`src/rtl/dma_plan_pkg.sv`:
```
package dma_plan_pkg;
  typedef enum logic [1:0] {
    SZ_B1 = 2'd0,
    SZ_B2 = 2'd1,
    SZ_B4 = 2'd2,
    SZ_B8 = 2'd3
  } cyc_size_e;

  function automatic logic [3:0] size_bytes(cyc_size_e s);
    return 4'd1 << s;
  endfunction
endpackage

```
`src/rtl/dma_plan_setup.sv`:
```
// Splits a new transfer into head (single) and body (block) byte counts.
module dma_plan_setup #(
  parameter int CW = 16
) (
  input  logic [2:0]    addr_lo_i,
  input  logic [CW-1:0] cnt_i,
  input  logic          en_i,
  input  logic          wide_i,
  output logic [CW-1:0] head_o,
  output logic [CW-1:0] body_o
);
  logic [2:0]  mask;
  logic [2:0]  hs;
  logic [CW:0] need;

  always_comb begin
    mask = wide_i ? 3'd7 : 3'd3;
    hs   = (~addr_lo_i + 3'd1) & mask;
    need = {1'b0, CW'(hs)} + (CW+1)'(wide_i ? 8 : 4);
    if (!en_i || ({1'b0, cnt_i} < need)) begin
      head_o = cnt_i;
      body_o = '0;
    end else begin
      head_o = CW'(hs);
      body_o = (cnt_i - CW'(hs)) & ~CW'(mask);
    end
  end
endmodule

```
`src/rtl/dma_plan_sizer.sv`:
```
// Picks the next cycle from current alignment and remaining counts.
module dma_plan_sizer
  import dma_plan_pkg::*;
#(
  parameter int CW = 16
) (
  input  logic [2:0]    addr_lo_i,
  input  logic [CW-1:0] head_i,
  input  logic [CW-1:0] body_i,
  input  logic [CW-1:0] rem_i,
  input  logic          en_i,
  input  logic          wide_i,
  input  logic          d16_i,
  output cyc_size_e     size_o,
  output logic          blk_o
);
  logic [CW-1:0] limit;
  logic [1:0]    max_nb;
  logic [1:0]    s;

  always_comb begin
    max_nb = (en_i && !wide_i) ? 2'd1 : 2'd2;
    limit  = (head_i != '0) ? head_i : rem_i;
    blk_o  = (head_i == '0) && (body_i != '0);
    s      = 2'd0;
    for (int k = 1; k <= 2; k++) begin
      if ((2'(k) <= max_nb) &&
          ((addr_lo_i & 3'((1 << k) - 1)) == 3'd0) &&
          (limit >= CW'(1 << k)))
        s = 2'(k);
    end
    if (blk_o) size_o = d16_i ? SZ_B2 : (wide_i ? SZ_B8 : SZ_B4);
    else       size_o = cyc_size_e'(s);
  end
endmodule

```
`src/rtl/dma_plan_am.sv`:
```
// Modifier select: block code in bits 1:0 during bursts.
module dma_plan_am #(
  parameter logic [1:0] BLK32_AM_LO = 2'b11,
  parameter logic [1:0] BLK64_AM_LO = 2'b11
) (
  input  logic [5:0] am_i,
  input  logic       blk_i,
  input  logic       burst64_i,
  output logic [5:0] am_o
);
  always_comb begin
    if (blk_i) am_o = {am_i[5:2], burst64_i ? BLK64_AM_LO : BLK32_AM_LO};
    else       am_o = am_i;
  end
endmodule

```
`src/rtl/dma_cycle_planner.sv`:
```
module dma_cycle_planner
  import dma_plan_pkg::*;
#(
  parameter int         AW          = 32,
  parameter int         CW          = 16,
  parameter logic [1:0] BLK32_AM_LO = 2'b11,
  parameter logic [1:0] BLK64_AM_LO = 2'b11
) (
  input  logic          clk_i,
  input  logic          rst_ni,
  input  logic          start_i,
  input  logic [AW-1:0] start_addr_i,
  input  logic [CW-1:0] byte_cnt_i,
  input  logic [1:0]    blk_mode_i,
  input  logic          d16_i,
  input  logic [5:0]    am_i,
  input  logic          cyc_ready_i,
  output logic          cyc_valid_o,
  output logic [AW-1:0] cyc_addr_o,
  output logic [1:0]    cyc_size_o,
  output logic          cyc_blk_o,
  output logic [5:0]    cyc_am_o,
  output logic          done_o
);
  logic [AW-1:0] addr_q;
  logic [CW-1:0] rem_q, head_q, body_q;
  logic          en_q, wide_q, d16_q, done_q;
  logic [5:0]    am_q;

  logic          start_en, start_wide, idle, acc;
  logic [CW-1:0] init_head, init_body;
  cyc_size_e     nxt_size;
  logic          nxt_blk;
  logic [3:0]    nxt_bytes;

  assign start_en   = blk_mode_i[0];
  assign start_wide = blk_mode_i[0] & blk_mode_i[1];
  assign idle       = (rem_q == '0);
  assign acc        = cyc_valid_o & cyc_ready_i;
  assign nxt_bytes  = size_bytes(nxt_size);

  dma_plan_setup #(.CW(CW)) u_setup (
    .addr_lo_i (start_addr_i[2:0]),
    .cnt_i     (byte_cnt_i),
    .en_i      (start_en),
    .wide_i    (start_wide),
    .head_o    (init_head),
    .body_o    (init_body)
  );

  dma_plan_sizer #(.CW(CW)) u_sizer (
    .addr_lo_i (addr_q[2:0]),
    .head_i    (head_q),
    .body_i    (body_q),
    .rem_i     (rem_q),
    .en_i      (en_q),
    .wide_i    (wide_q),
    .d16_i     (d16_q),
    .size_o    (nxt_size),
    .blk_o     (nxt_blk)
  );

  dma_plan_am #(
    .BLK32_AM_LO (BLK32_AM_LO),
    .BLK64_AM_LO (BLK64_AM_LO)
  ) u_am (
    .am_i      (am_q),
    .blk_i     (nxt_blk),
    .burst64_i (wide_q & ~d16_q),
    .am_o      (cyc_am_o)
  );

  always_ff @(posedge clk_i or negedge rst_ni) begin
    if (!rst_ni) begin
      addr_q <= '0;
      rem_q  <= '0;
      head_q <= '0;
      body_q <= '0;
      en_q   <= 1'b0;
      wide_q <= 1'b0;
      d16_q  <= 1'b0;
      am_q   <= '0;
      done_q <= 1'b0;
    end else begin
      done_q <= 1'b0;
      if (idle) begin
        if (start_i) begin
          addr_q <= start_addr_i;
          rem_q  <= byte_cnt_i;
          head_q <= init_head;
          body_q <= init_body;
          en_q   <= start_en;
          wide_q <= start_wide;
          d16_q  <= d16_i;
          am_q   <= am_i;
          done_q <= (byte_cnt_i == '0);
        end
      end else if (acc) begin
        addr_q <= addr_q + AW'(nxt_bytes);
        rem_q  <= rem_q - CW'(nxt_bytes);
        if (nxt_blk)              body_q <= body_q - CW'(nxt_bytes);
        else if (head_q != '0)    head_q <= head_q - CW'(nxt_bytes);
        done_q <= (rem_q == CW'(nxt_bytes));
      end
    end
  end

  assign cyc_valid_o = ~idle;
  assign cyc_addr_o  = addr_q;
  assign cyc_size_o  = nxt_size;
  assign cyc_blk_o   = nxt_blk;
  assign done_o      = done_q;

  // descriptor held under back-pressure
  p_hold_r8: assert property (@(posedge clk_i) disable iff (!rst_ni)
    cyc_valid_o && !cyc_ready_i |=> cyc_valid_o && $stable(cyc_addr_o) &&
      $stable(cyc_size_o) && $stable(cyc_blk_o) && $stable(cyc_am_o));

  // a cycle never runs past the end of the transfer
  p_fit_r8: assert property (@(posedge clk_i) disable iff (!rst_ni)
    cyc_valid_o |-> CW'(nxt_bytes) <= rem_q);

  // single cycles are naturally aligned
  p_align_r3: assert property (@(posedge clk_i) disable iff (!rst_ni)
    cyc_valid_o && !cyc_blk_o |-> (cyc_addr_o[2:0] & (nxt_bytes[2:0] - 3'd1)) == 3'd0);

  // full-width bursts start on their own boundary
  p_blk_align_r4: assert property (@(posedge clk_i) disable iff (!rst_ni)
    cyc_valid_o && cyc_blk_o && !d16_q |->
      (cyc_addr_o[2:0] & (wide_q ? 3'd7 : 3'd3)) == 3'd0);

  // single cycles carry the programmed modifier
  p_am_single_r7: assert property (@(posedge clk_i) disable iff (!rst_ni)
    cyc_valid_o && !cyc_blk_o |-> cyc_am_o == am_q);

  // done never overlaps a live descriptor
  p_done_r9: assert property (@(posedge clk_i) disable iff (!rst_ni)
    done_o |-> !cyc_valid_o);

  // accepted start loads the counter
  p_start_r2: assert property (@(posedge clk_i) disable iff (!rst_ni)
    start_i && !cyc_valid_o |=> cyc_addr_o == $past(start_addr_i));
endmodule

```
`config.mk`:
```
export PLATFORM = sky130hd
export DESIGN_NAME = dma_cycle_planner
export DESIGN_NICKNAME = d
export VERILOG_FILES = /design/src/rtl/dma_plan_pkg.sv /design/src/rtl/dma_plan_setup.sv /design/src/rtl/dma_plan_sizer.sv /design/src/rtl/dma_plan_am.sv /design/src/rtl/dma_cycle_planner.sv
export SDC_FILE = /design/constraint.sdc
export NUM_CORES = 1
export LEC_CHECK = 0
export BUFFER_PORTS_ARGS = -buffer_cell sky130_fd_sc_hd__clkbuf_2
export CORE_ASPECT_RATIO = 0.8
export CORE_UTILIZATION = 50
export DETAILED_ROUTE_END_ITERATION = 6
export HOLD_SLACK_MARGIN = 0.03
export PLACE_DENSITY = 0.77
export SETUP_SLACK_MARGIN = 0.1
export SLEW_MARGIN = 15
export SYNTH_ARGS = -nofsm -noshare
export SYNTH_HDL_FRONTEND = slang
export SYNTH_SLANG_ARGS = --single-unit
```
`constraint.sdc`:
```
create_clock -name clk_i -period 6.67 [get_ports clk_i]
set_clock_uncertainty 0.15 [all_clocks]
set_input_delay 0.667 -clock clk_i [delete_from_list [all_inputs] [get_ports clk_i]]
set_output_delay 0.667 -clock clk_i [all_outputs]
set_load 0.005 [all_outputs]
```
# Yosys cells after proc, flatten, opt, wreduce, memory -nomap -nowiden
# Index checks and enable logic that the tools add are counted.
# op_classes
shifts	1
n_mux	30
n_eq_ne	3
magnitude_cmp	5
reduce_logical	23
n_addsub	7
n_bitwise	7
# ops
operator	n
16-bit two-way mux	15
32-bit two-way mux	3
16-bit zero test	3
16-bit by 4-bit subtractor with 16-bit output	3
32-bit by 4-bit adder with 32-bit output	1
16-bit nonzero test	2
3-bit by 17-bit adder with 17-bit output	1
16-bit by 17-bit less-than comparator with 1-bit output	1
16-bit bitwise AND	1
16-bit by 4-bit == test with 1-bit output	1
16-bit by 2-bit greater-or-equal comparator with 1-bit output (second input constant)	1
16-bit by 3-bit greater-or-equal comparator with 1-bit output (second input constant)	1
3-bit inverter with 16-bit output	1
16-bit by 3-bit subtractor with 16-bit output	1
2-bit two-way mux	5
1-bit logical AND	6
3-bit zero test	2
2-bit nonzero test	3
1-bit two-way mux	5
4-bit two-way mux	1
2-bit AND reduction	2
4-bit AND reduction	1
1-bit by 2-bit << shifter with 4-bit output (first input constant)	1
3-bit by 1-bit adder with 3-bit output (second input constant)	1
other kinds (12)	14
# word_totals
register_bits	90
out_inout_bits	43
input_bits	61

# Longest topological paths before layout
# depth
depth_word	15
ltp_mapped	16
mapped_depth_nobuf	15

# Modules after synthesis
# A second synthesis with hierarchy kept.
# hier_totals
cells_unflattened	802
area_unflattened_um2	6667.6
# modules_own_cells
mod	seq_area_each_um2	instances	cells_per_inst	area_per_inst_um2
dma_cycle_planner	2252.2	1	659	5704.2
dma_plan_setup	0.0	1	108	752.0
dma_plan_sizer	0.0	1	29	168.9
dma_plan_am	0.0	1	6	42.5

# Least setup slack after synthesis
# No wires, ideal clock.
# synth_path
kind	register to register
startpoint	register body_q[5]
endpoint	register addr_q[24], in the netlist cyc_addr_o[24]
path_slack_ns	2.268
setup_ns	0.118
arrival_time_ns	4.134
t_required_ns	6.402
synth_period_minus_slack_ns	4.402
stages_incl_launch_ff	16
cell_sequence	dfrtp_1 > nor4_1 > nand3_1 > or4_1 > clkbuf_1 > nand2_2 > inv_2 > nor3b_1 > a21oi_1 > fa_1 > nand2b_1 > a21o_1 > nand2b_1 > or4_1 > mux2i_1 > a21o_1
# synth_via
elab_chain_len	7
# synth_rtl
element	line_no	source
start: declaration	dma_cycle_planner.sv:26	logic [CW-1:0] rem_q, head_q, body_q;
start signal: assignment	dma_cycle_planner.sv:91	body_q <= init_body;
start signal: assignment	dma_cycle_planner.sv:101	if (nxt_blk) body_q <= body_q - CW'(nxt_bytes);
16-bit nonzero test	dma_plan_sizer.sv:24	blk_o = (head_i == '0) && (body_i != '0);
1-bit logical AND	dma_plan_sizer.sv:24	
via cyc_blk_o	dma_cycle_planner.sv:21	output logic cyc_blk_o,
2-bit two-way mux	dma_plan_sizer.sv:32	if (blk_o) size_o = d16_i ? SZ_B2 : (wide_i ? SZ_B8 : SZ_B4);
1-bit by 2-bit << shifter with 4-bit output	dma_plan_pkg.sv:10	return 4'd1 << s;
32-bit by 4-bit adder with 32-bit output	dma_cycle_planner.sv:99	addr_q <= addr_q + AW'(nxt_bytes);
32-bit two-way mux	dma_cycle_planner.sv:98	end else if (acc) begin
32-bit two-way mux	dma_cycle_planner.sv:86	if (idle) begin
end signal: assignment	dma_cycle_planner.sv:88	addr_q <= start_addr_i;
end signal: assignment	dma_cycle_planner.sv:99	
end: declaration	dma_cycle_planner.sv:25	logic [AW-1:0] addr_q;
# The timed path passes the listed nets, and every way through them passes these cells. The select of a mux whose other input is x is not followed.
# A chain may end at the register's enable or synchronous reset.

# Worst setup path in the final report
# layout_path
startpoint	register body_q[5]
endpoint	register addr_q[28], in the netlist cyc_addr_o[28]
# layout_via
elab_chain_len	7
# layout_rtl
element	line_no
16-bit nonzero test	dma_plan_sizer.sv:24
1-bit logical AND	dma_plan_sizer.sv:24
2-bit two-way mux	dma_plan_sizer.sv:32
1-bit by 2-bit << shifter with 4-bit output	dma_plan_pkg.sv:10
32-bit by 4-bit adder with 32-bit output	dma_cycle_planner.sv:99
32-bit two-way mux	dma_cycle_planner.sv:98
32-bit two-way mux	dma_cycle_planner.sv:86
# No other way between the ends. The select of a mux whose other input is x is not followed.

==> results.py <==
metrics = {
    "global_route": {
        "top_usage_layer": "met1",
        "grtUsageMet3_pct": 7.32,
        "overflow": 0,
        "grt_pass1_vias": 5707,
        "grt_max_degree": 71,
        "grt_use_met1_pct": 46.0,
        "gr-usage-met2_pct": 43.6,
        "antenna_found_initial": 0,
        "grt_use_total_pct": 30.8,
        "grt_pass1_wl_um": 30800,
    },
    "critical_path": {
        "crit_arrival_ns": 5.25,
        "r2r-start": "body_q[5]",
        "timing.critical_path.cells": "nor4_1, nand3_1, or4_1, nand2_2, inv_2, nor3b_1, a21oi_1, fa_1, nand2b_1, a21o_1, nor3_1, nand4_1, o211ai_1, o311ai_0",
        "crit_start": "body_q[5]",
        "reg2reg_slack_ns": 1.49,
        "path_delay_family": "simple AND/OR/NAND/NOR gates",
        "worstSetupPathDepth": 14,
        "critPathCaptureType": "flip-flop",
        "worstSetupPathType": "flip-flop to flip-flop",
        "critPathRequiredTime_ns": 6.73,
        "startpoint_type": "flip-flop",
        "worst_r2r_path_depth": 14,
        "worstPathMaxFanout": 9,
        "slowest_stage": "or4_1",
        "slowest_delay_ns": 0.67,
        "crit_buf_inv": 1,
        "worstSetupEndpoint": "cyc_addr_o[28]",
        "r2r-end": "cyc_addr_o[28]",
    },
    "power": {
        "seqPwrFrac_pct": 37.2,
        "swShare_pct": 39.0,
        "power.leakage_uw": 0.00311,
        "p_sw_uw": 893,
        "pwr-share-comb_pct": 38.3,
        "power.share.clock_pct": 24.5,
        "power_density_mw_per_mm2": 314,
        "p_int_uw": 1400,
        "ir_drop_mv": 0.159,
    },
    "job": {
        "drv_cap": 0,
    },
    "finish": {
        "syn_to_final_growth_pct": 15.2,
        "utilization_pct": 59.5,
        "nets": 931,
        "drive_gt1_share_pct": 18.3,
        "diodes": 0,
        "nFillCells": 1111,
    },
    "cts": {
        "clk_path_buf_depth": 2,
        "cts-resized-gates": 0,
        "numCtsBuffers": 9,
        "cts_sinks": 90,
        "cts_tree": "done",
        "post-cts-setup-buffers": 0,
        "root_buffer": "clkbuf_16",
        "insertion_delay_ns": 0.35,
        "hold_buffers": 0,
        "ctsHtreeMaxLevel": 3,
        "path_clk_slew_ns": 0.07,
    },
    "worst_hold_path": {
        "min_path_type": "input port to asynchronous set/reset pin",
    },
    "synthesis": {
        "yosysWarnings": 0,
        "synth_most_common_cell": "dfrtp_1",
        "yosysUniqueCellTypes": 74,
        "ys_seq_area_share_pct": 35.6,
        "synthArstFlopShare_pct": 100,
        "synth_flop_cell": "dfrtp_1",
        "synth_seq_cells": 90,
        "synth_top_area_share_pct": 35.6,
        "synth_nets": 845,
        "netlist_top_cells_count": "90 x dfrtp_1, 79 x nand2_1, 79 x nor2_1",
        "synthCells": 758,
        "synth_top_cell_by_area": "dfrtp_1",
        "synthesis.area_sq_mm": 0.00633,
        "synthTopCellsByArea": "dfrtp_1 36%, nand2_1 4.7%, nor2_1 4.7%",
        "postSynthAreaPerCell_sq_um": 8.35,
        "synth_edf_count": 0,
    },
    "placement": {
        "hpwlAfterDp_um": 14000,
        "numPortBuffers": 103,
        "place.gp.congestion": 0.951,
    },
    "timing": {
        "whs_ns": 0.0433,
        "fin_crit_sh_pct": 77.7,
        "final_hold_viol_count": 0,
        "setup_viol": 0,
        "timing.fmax_mhz": 193,
        "rsz0062_at_grt": "false",
        "final.setup.tns_ns": 0,
        "worst_slew_pin_slew_ns": 1.07,
        "maxSlewViolCount": 0,
        "slew_headroom_pct": 28.4,
        "finalCriticalPeriod_ns": 5.18,
    },
    "outcome": {
        "outcome": "finished clean",
    },
    "floorplan": {
        "die_h_um": 103,
        "core_sq_mm": 0.0123,
        "std_cell_rows": 36,
        "die_area_sq_mm": 0.0131,
        "ioPinCount": 104,
        "initial_core_util_pct": 51.7,
        "die_w_um": 128,
    },
    "drt": {
        "wire_per_inst_um": 19.3,
        "drt_iter0_drc": 769,
        "dr.pass1.iters": 5,
        "ant_nets": 0,
        "drc": 0,
        "vias": 6521,
        "drt-total-wl_um": 19600,
        "via_per_inst": 6.40,
    },
}
cell usage in the layout (no fill, tap or decap), types with 14 or more instances in the layout:
| cell | n |
|---|---|
| o211ai_1 | 15 |
| a31oi_1 | 15 |
| nor2_1 | 78 |
| nor3_1 | 28 |
| a21oi_1 | 43 |
| nand3_1 | 29 |
| a211oi_1 | 14 |
| clkbuf_2 | 102 |
| nand4_1 | 19 |
| ha_1 | 22 |
| nand2_1 | 79 |
| inv_1 | 32 |
| o21ai_0 | 35 |
| dfrtp_1 | 90 |
power by group through the flow:
stage | Sequential [uW] | Clock [uW] | Combinational [uW]
5_1_grt | 873 | 584 | 989
3_5_place_dp | 855 | 0 | 846
6_report | 853 | 561 | 879
3_3_place_gp | 852 | 0 | 835
2_1_floorplan | 813 | 0 | 621
4_1_cts | 847 | 561 | 867
kinds of logic after synthesis:
| logic type | Yosys count | synth area share [%] |
|---|---|---|
| AOI/OAI and AO/OA | 214 | 23.4 |
| xor gates and xnor gates | 17 | 2.35 |
| adders and majority gates | 26 | 5.61 |
| buffers and inverters | 70 | 4.62 |
| DFF | 90 | 35.6 |
| muxes | 14 | 2.27 |
| other | 1 | 0.0592 |
| and+or+nand+nor | 326 | 26.1 |
worst min path at each step:
stage               startpoint         to  slack (ns)  cells past startpoint
finish                  rst_ni   rem_q[8]        0.04                      1
floorplan               rst_ni    am_q[0]        0.22                      0
global route            rst_ni   rem_q[8]        0.06                      1
detailed placement     am_q[4]    am_q[4]        0.31                      2
CTS                     rst_ni  rem_q[11]        0.06                      1
global placement       am_q[3]    am_q[3]        0.31                      2
sequential cells by signal (all words and copies together) (netlist names):
| register | flops |
|---|---|
| head_q | 16 |
| d16_q | 1 |
| cyc_addr_o | 32 |
| wide_q | 1 |
| en_q | 1 |
| body_q | 16 |
| done_o | 1 |
| am_q | 6 |
| rem_q | 16 |
metal layers:
| metal | share of wire (%) | wire length (um) |
|---|---|---|
| met3 | 11 | 2200 |
| met2 | 42 | 8220 |
| met5 | 0 | 0 |
| met4 | 2.3 | 457 |
| met1 | 45 | 8750 |
through the flow:
step / worst slack (ns) / std cells / instance area (sq um) / power, uW
finish: 1.49 / 1019 / 7290 / 2290
global route: 1.05 / 1019 / 7290 / 2450
CTS: 1.61 / 1019 / 7290 / 2280
detailed placement: 1.65 / 1004 / 6980 / 1700
global placement: 1.89 / 1004 / 6980 / 1690
floorplan: 2.27 / 758 / 6330 / 1430
cell type report:
class                   count  area, sq um  area share (%)
multi-input cells         598         3810            52.2
repair buffers            111          578            7.93
clock buffers               9          225            3.09
inverters                  34          128            1.75
clock inverters             6         90.1            1.24
flip-flops and latches     90         2250            30.9
well taps                 171          214            2.93
Power figures use the tool's default switching activity.
